**config.mk**
```make
export PLATFORM = sky130hd
export DESIGN_NAME = cpar_codec
export DESIGN_NICKNAME = d
export VERILOG_FILES = /design/src/rtl/cpar_pkg.sv /design/src/rtl/cpar_sum.sv /design/src/rtl/cpar_serial_enc.sv /design/src/rtl/cpar_hyp_dec.sv /design/src/rtl/cpar_codec.sv
export SDC_FILE = /design/constraint.sdc
export NUM_CORES = 1
export LEC_CHECK = 0
export ABC_AREA = 1
export BUFFER_PORTS_ARGS = -buffer_cell sky130_fd_sc_hd__buf_4
export CAP_MARGIN = 40
export CORE_AREA = 2 2 74 76
export CTS_CLUSTER_DIAMETER = 120
export DETAILED_ROUTE_END_ITERATION = 8
export DIE_AREA = 0 0 76 78
export PLACE_DENSITY_LB_ADDON = 0.1
export SLEW_MARGIN = 20
export SYNTH_ARGS = -nofsm -noshare
export SYNTH_HDL_FRONTEND = slang
export SYNTH_SLANG_ARGS = --single-unit
```
**constraint.sdc**
```tcl
create_clock -name clk -period 2.2 [get_ports clk]
set_input_delay 0.22 -clock clk [delete_from_list [all_inputs] [get_ports clk]]
set_output_delay 0.22 -clock clk [all_outputs]
set_load 0.02 [all_outputs]
```
**src/rtl/cpar_pkg.sv**
```systemverilog
package cpar_pkg;
  localparam int unsigned CP_DATA_W = 8;

  typedef enum logic [1:0] {
    VERDICT_CLEAN = 2'd0,
    VERDICT_FIXED = 2'd1,
    VERDICT_BAD   = 2'd2
  } verdict_e;
endpackage

```
**src/rtl/cpar_sum.sv**
```systemverilog
module cpar_sum #(
  parameter int unsigned DATA_W = 8
) (
  input  logic [DATA_W-1:0] data,
  output logic [DATA_W-1:0] sum
);
  // running parity from the LSB upward
  always_comb begin
    logic acc;
    acc = 1'b0;
    for (int i = 0; i < DATA_W; i++) begin
      acc    = acc ^ data[i];
      sum[i] = acc;
    end
  end
endmodule

```
**src/rtl/cpar_serial_enc.sv**
```systemverilog
module cpar_serial_enc #(
  parameter int unsigned DATA_W = 8
) (
  input  logic                  clk,
  input  logic                  rst_n,
  input  logic                  start,
  input  logic [DATA_W-1:0]     data,
  output logic                  busy,
  output logic                  done,
  output logic [2*DATA_W-1:0]   word
);
  localparam int unsigned WORD_W = 2 * DATA_W;
  localparam int unsigned CNT_W  = $clog2(WORD_W);
  localparam logic [CNT_W-1:0] LAST = CNT_W'(WORD_W - 1);

  logic [WORD_W-1:0] sr, sr_nxt;
  logic [DATA_W-1:0] src;
  logic [CNT_W-1:0]  cnt;

  // serial input enters at the top, one feedback cell at the half boundary
  always_comb begin
    sr_nxt[WORD_W-1] = src[0];
    for (int i = DATA_W; i < WORD_W - 1; i++) sr_nxt[i] = sr[i+1];
    sr_nxt[DATA_W-1] = sr[DATA_W] ^ sr[DATA_W-1];
    for (int i = 0; i < DATA_W - 1; i++) sr_nxt[i] = sr[i+1];
  end

  always_ff @(posedge clk) begin
    if (!rst_n) begin
      sr   <= '0;
      src  <= '0;
      cnt  <= '0;
      busy <= 1'b0;
      done <= 1'b0;
    end else begin
      done <= 1'b0;
      if (start && !busy) begin
        sr   <= '0;
        src  <= data;
        cnt  <= '0;
        busy <= 1'b1;
      end else if (busy) begin
        sr  <= sr_nxt;
        src <= {src[0], src[DATA_W-1:1]};
        cnt <= cnt + 1'b1;
        if (cnt == LAST) begin
          busy <= 1'b0;
          done <= 1'b1;
        end
      end
    end
  end

  assign word = sr;
endmodule

```
**src/rtl/cpar_hyp_dec.sv**
```systemverilog
module cpar_hyp_dec
  import cpar_pkg::*;
#(
  parameter int unsigned DATA_W = 8
) (
  input  logic                clk,
  input  logic                rst_n,
  input  logic                in_valid,
  input  logic [2*DATA_W-1:0] in_word,
  output logic                out_valid,
  output logic [DATA_W-1:0]   out_data,
  output logic                out_fixed,
  output logic                out_bad
);
  logic [DATA_W-1:0] rx_data, rx_sum, base_sum;
  logic [DATA_W-1:0] hyp_data [DATA_W];
  logic [DATA_W-1:0] hyp_sum  [DATA_W];
  logic [DATA_W-1:0] hit;
  logic [DATA_W-1:0] pick_data;
  verdict_e          verdict;

  assign rx_data = in_word[2*DATA_W-1:DATA_W];
  assign rx_sum  = in_word[DATA_W-1:0];

  cpar_sum #(.DATA_W(DATA_W)) u_base (.data(rx_data), .sum(base_sum));

  for (genvar h = 0; h < DATA_W; h++) begin : g_hyp
    assign hyp_data[h] = rx_data ^ (DATA_W'(1) << h);
    cpar_sum #(.DATA_W(DATA_W)) u_sum (.data(hyp_data[h]), .sum(hyp_sum[h]));
    assign hit[h] = (hyp_sum[h] == rx_sum);
  end

  always_comb begin
    pick_data = rx_data;
    verdict   = VERDICT_BAD;
    if (base_sum == rx_sum) begin
      verdict = VERDICT_CLEAN;
    end else begin
      for (int h = DATA_W - 1; h >= 0; h--) begin
        if (hit[h]) begin
          pick_data = hyp_data[h];
          verdict   = VERDICT_FIXED;
        end
      end
    end
  end

  always_ff @(posedge clk) begin
    if (!rst_n) begin
      out_valid <= 1'b0;
      out_data  <= '0;
      out_fixed <= 1'b0;
      out_bad   <= 1'b0;
    end else begin
      out_valid <= in_valid;
      if (in_valid) begin
        out_data  <= pick_data;
        out_fixed <= (verdict == VERDICT_FIXED);
        out_bad   <= (verdict == VERDICT_BAD);
      end
    end
  end
endmodule

```
**src/rtl/cpar_codec.sv**
```systemverilog
module cpar_codec
  import cpar_pkg::*;
#(
  parameter int unsigned DATA_W = CP_DATA_W
) (
  input  logic                clk,
  input  logic                rst_n,
  input  logic                enc_in_valid,
  output logic                enc_in_ready,
  input  logic [DATA_W-1:0]   enc_in_data,
  output logic                enc_busy,
  output logic                enc_done,
  output logic [2*DATA_W-1:0] enc_word,
  input  logic                dec_in_valid,
  input  logic [2*DATA_W-1:0] dec_in_word,
  output logic                dec_out_valid,
  output logic [DATA_W-1:0]   dec_out_data,
  output logic                dec_out_fixed,
  output logic                dec_out_bad
);
  cpar_serial_enc #(.DATA_W(DATA_W)) u_enc (
    .clk   (clk),
    .rst_n (rst_n),
    .start (enc_in_valid),
    .data  (enc_in_data),
    .busy  (enc_busy),
    .done  (enc_done),
    .word  (enc_word)
  );

  assign enc_in_ready = !enc_busy;

  cpar_hyp_dec #(.DATA_W(DATA_W)) u_dec (
    .clk       (clk),
    .rst_n     (rst_n),
    .in_valid  (dec_in_valid),
    .in_word   (dec_in_word),
    .out_valid (dec_out_valid),
    .out_data  (dec_out_data),
    .out_fixed (dec_out_fixed),
    .out_bad   (dec_out_bad)
  );
endmodule

```
=== After elaboration in Yosys (flattened, before gate mapping) ===
Index checks and enable logic that the tools add are counted.

* Add/sub/neg operators: 1
* Mux-type cells: 24
* Bitwise gates (word level): 53
* Eq/ne operators: 12
* Reduce and logical (&&, ||, !) cells: 5

{| class="wikitable"
|+ Operators with widths
! cell !! count
|-
| $mux 8 || 11
|-
| $eq 8x8->1 || 9
|-
| $xor 1x1->1 || 43
|-
| $mux 2 || 9
|-
| $not 1->1 || 10
|-
| $add 4x1->4 const B || 1
|-
| $eq 4x4->1 const B || 1
|-
| $mux 1 || 4
|-
| $reduce_or 3->1 || 1
|-
| $eq 2x1->1 const B || 1
|-
| $eq 2x2->1 const B || 1
|-
| $reduce_bool 2->1 || 1
|-
| $reduce_or 2->1 || 1
|-
| $logic_and 1x1->1 || 1
|-
| $logic_not 1->1 || 1
|}

* Input bits: 28
* Bits in registers: 41

=== Longest topological paths before layout ===
* Depth in word-level cells: 18
* Gate-level depth with buffers: 17
* Mapped depth without buffers: 17

=== Hierarchy ===
From an unflattened synthesis, not the netlist that was laid out.

* Cell total of the unflattened synthesis: 859
* Area total of the unflattened synthesis: 5216.3 um^2

{| class="wikitable"
|+ Modules (own cells, without submodules)
! module !! cells each !! instances !! area an instance (um^2)
|-
| cpar_sum || 39 || 9 || 227.7
|-
| cpar_hyp_dec || 332 || 1 || 1864.3
|-
| cpar_serial_enc || 175 || 1 || 1298.7
|-
| cpar_codec || 1 || 1 || 3.8
|}

=== Worst setup path after synthesis ===
No wires, ideal clock.

* Path kind: input to register
* Start point: input port dec_in_word[9]
* End point: register u_dec.out_data[3]
* Stages: 16
* Data required time: 2087 ps
* Data arrival time: 1630 ps
* Setup slack: 457 ps
* Path buffers: 0
* Setup time: 113 ps
* Path through: inv_1 > nand2_1 > nand3_2 > nand3_1 > nand3_2 > nand3_1 > nand3b_1 > nand2_1 > nor2_2 > nand3_4 > nor2_4 > nand2_1 > nand2_1 > nand2_1 > o21ai_1 > inv_1

* Cells in the longest elaborated chain, start to end: 16
* Elaborated cells between the ends (all ways): 58

{| class="wikitable"
|+ RTL lines
! element !! line !! source
|-
| start: declaration || cpar_codec.sv:15 || <nowiki>input logic [2*DATA_W-1:0] dec_in_word,</nowiki>
|-
| $xor 1x1->1 (7 in series) || cpar_sum.sv:12 || <nowiki>acc = acc ^ data[i];</nowiki>
|-
| $eq 8x8->1 || cpar_hyp_dec.sv:30 || <nowiki>assign hit[h] = (hyp_sum[h] == rx_sum);</nowiki>
|-
| $mux 8 (7 in series) || cpar_hyp_dec.sv:40 || <nowiki>if (hit[h]) begin</nowiki>
|-
| $mux 8 (*) || cpar_hyp_dec.sv:36 || <nowiki>if (base_sum == rx_sum) begin</nowiki>
|-
| end signal: assignment || cpar_hyp_dec.sv:57 || <nowiki>out_data <= pick_data;</nowiki>
|-
| end: declaration || cpar_hyp_dec.sv:11 || <nowiki>output logic [DATA_W-1:0] out_data,</nowiki>
|}

Mark *: on every way between the ends. The rest lies on a longest branch, timed or not.
A chain may end at the register's enable or synchronous reset.

=== Final worst setup path ===
* Start point: input port dec_in_word[9]
* End point: register u_dec.out_fixed

* Cells in the longest elaborated chain, start to end: 18
* Elaborated cells between the ends (all ways): 62

{| class="wikitable"
|+ RTL lines
! element !! line !! source
|-
| $xor 1x1->1 (7 in series) || cpar_sum.sv:12 ||
|-
| $eq 8x8->1 || cpar_hyp_dec.sv:30 ||
|-
| $mux 2 (8 in series) || cpar_hyp_dec.sv:40 ||
|-
| $mux 2 (*) || cpar_hyp_dec.sv:36 ||
|-
| $eq 2x1->1 (*) || cpar_hyp_dec.sv:58 || <nowiki>out_fixed <= (verdict == VERDICT_FIXED);</nowiki>
|-
| end signal: assignment || cpar_hyp_dec.sv:58 ||
|-
| end: declaration || cpar_hyp_dec.sv:12 || <nowiki>output logic out_fixed,</nowiki>
|}

Marks and branches as above.

==> flow_metrics.tcl <==
set metrics [dict create \
    leakagePower_uw 0.00130 \
    end_kind "register" \
    p_clk_share_pct 36.6 \
    io_pins 58 \
    crit_required_ps 2420 \
    switching_share_pct 27.3 \
    portBuffers 57 \
    clk_pin_slew_ps 80 \
    synth_flop_cell "dfxtp_1" \
    track_usage_pct 16.4 \
    cts_tree "yes" \
    first_pass_iters 4 \
    skew_ps 6.17 \
    n_antenna_cell 0 \
    worstSkewPairLatency_ps 290 \
    internal_power_uw 1260 \
    synth_warnings 0 \
    drt_iter0_markers 81 \
    cts_buffer_depth 2 \
    antenna_found_initial 0 \
    cts_resized 0 \
    seq_area_frac_synth_pct 37.1 \
    fp.dieH_um 78 \
    ir_drop_mv 0.540 \
    final_util_pct 54.0 \
    die-width_um 76 \
    p_seq_share_pct 45.1 \
    root_buffer "clkbuf_8" \
    fin_crit_ps 1820 \
    p_sw_uw 472 \
    maxCapViolCount 0 \
    drive_above_1_share_pct 22.8 \
    fillCellCount 539 \
    layout.nets 397 \
    netlist_instances 325 \
    rr_worst_depth 6 \
    hp-class "in2reg" \
    slew_viol_final 0 \
    initial_utilization_pct 43.8 \
    drc 0 \
    synth_fp_nets 354 \
    whs_path_depth 5 \
    async_flop_share_pct 0 \
    core_um2 5040 \
    cts_made_buffers 5 \
    num_rows 26 \
    postCtsHoldBufs 0 \
    rsz0062_at_grt "no" \
    critical_path.max_fanout 7 \
    worst_pin_slew_ps 659 \
    setup-tns-final_ps 0 \
    grt_pass1_wl_mm 8.09 \
    power_density_nw_per_um2 636 \
    postRouteWirelength_mm 4.59 \
    vias_per_cell 4.66 \
    path_class "in2reg" \
    finalSetupViolCount 0 \
    synth-edff-count 0 \
    die_area_um2 5930 \
    cts_setup_buffers 0 \
    synth_seq_cells 41 \
    min_period_over_period_pct 82.7 \
    syn_to_final_growth_pct 23.1 \
    wl_per_cell_um 10.5 \
    vias 2046 \
    whs_ps 221 \
    comb_power_share_pct 18.4 \
    syn-cell-area_um2 2210 \
    worst_ep_arrival_time_ps 2040 \
    cp-start-kind "primary input" \
    syn_avg_cell_area_um2 6.80 \
    finalHoldViolCount 0 \
    ant_nets 0 \
    finalPower_uw 1730 \
    grt_max_degree 29 \
    grt_pass1_vias 1872 \
    place_congestion 0.848 \
    outcome "completed" \
    fmax_mhz 550 \
    maxSlewHeadroom_pct 56.0 \
    cts_sinks 41 \
    cts_max_level 2 \
    dp_hpwl_mm 3.45 \
    yosys.cell_types.count 31 \
    grt-ovfl-total 0 \
]
-- area by class of cell --
type | count | area (um2) | area share (%)
repair buffers | 59 | 443 | 16.3
multi-input cells | 214 | 1070 | 39.4
well taps | 70 | 87.6 | 3.22
clock inverters | 2 | 37.5 | 1.38
flip-flops and latches | 41 | 821 | 30.2
inverters | 47 | 176 | 6.48
clock buffers | 6 | 82.6 | 3.03
-- per-stage QoR --
stage | std cells | cell area, um2 | worst slack (ps)
2_1_floorplan | 325 | 2210 | 457
3_3_place_gp | 431 | 2600 | 119
3_5_place_dp | 431 | 2600 | 110
4_1_cts | 439 | 2720 | 406
5_1_grt | 439 | 2720 | 117
6_report | 439 | 2720 | 381
-- flip-flops by register name, summed over array words and instances, names as in the netlist --
name             flops
u_dec.out_bad        1
u_dec.out_data       8
u_dec.out_fixed      1
u_dec.out_valid      1
u_enc.busy           1
u_enc.cnt            4
u_enc.done           1
u_enc.src            8
u_enc.word          16
-- cell usage after synthesis (3+ instances only) --
cell type	count	area share [%]
inv_1	44	7.5
nand2_2	6	1.7
nand3_2	5	2.3
nor2_1	26	4.4
o221ai_1	3	1.2
nor3_1	6	1.4
nand3_1	29	6.6
o21ai_0	8	1.8
nand2_1	78	13
clkbuf_1	7	1.2
o211ai_1	6	2.0
xor2_1	4	1.6
nand3b_1	4	1.4
buf_4	14	4.8
a21oi_1	24	5.4
dfxtp_1	41	37
-- worst max-delay path: stages --
cell and delay, ps:
buf_4 120, inv_1 100, nand2_1 90, nand3_1 80, nand3_1 120, nand3_1 160
nand3_1 150, nand3_1 140, nand3_1 90, nand2_2 160, nand3_4 120, a21oi_1 190
nor2_1 80, nand2_1 70, nand2_1 40, a21oi_1 110
-- cells by family after synthesis --
family                   count (synthesis)  share of synthesized area, %
buffers and inverters                   70                          14.3
XOR/XNOR                                 6                          2.38
AND/OR/NAND/NOR                        162                          34.1
flip-flops                              41                          37.1
AO/OA/AOI/OAI                           45                          11.5
adder cells (fa/ha/maj)                  1                         0.566
-- cell usage in the layout (no fill, tap or decap), types with 2 or more instances in the layout --
cell type  netlist  routed
nand2_1         78      78
buf_4           14      59
inv_1           44      44
dfxtp_1         41      41
nand3_1         29      29
nor2_1          26      26
a21oi_1         24      24
o21ai_0          8       7
nor3_1           6       6
nand2_2          6       6
o211ai_1         6       6
clkbuf_8         0       6
nand3_2          5       5
xor2_1           4       4
nand3b_1         4       4
o21ai_1          2       3
o221ai_1         3       3
and3_1           2       2
inv_2            2       2
xnor2_1          2       2
nand4_1          2       2
-- final timing paths --
path	from	end	slack, ps
worst min register to register	u_enc.word[0]	u_enc.word[0]	470
worst min-delay path	enc_in_data[2]	u_enc.src[2]	220
worst max-delay path	dec_in_word[9]	u_dec.out_fixed	380
worst max register to register	u_enc.busy	u_enc.src[6]	800
-- layer usage --
layer | global-route usage (%) | share of wire, % | vias to the layer above
met5 | 0 | 0 | -
met4 | 6.55 | 1.2 | 0
met3 | 3.72 | 5.1 | 6
met2 | 25.9 | 44 | 42
met1 | 21.7 | 50 | 887
li1 | - | - | 1111
-- power by group through the flow --
stage	Sequential (uW)	Combinational [uW]	Clock [uW]
after floorplan	812	193	0
after global placement	797	317	0
after detailed placement	797	319	0
after CTS	780	320	653
after global routing	783	358	687
final	779	318	633
(Power assumes the default switching activity.)
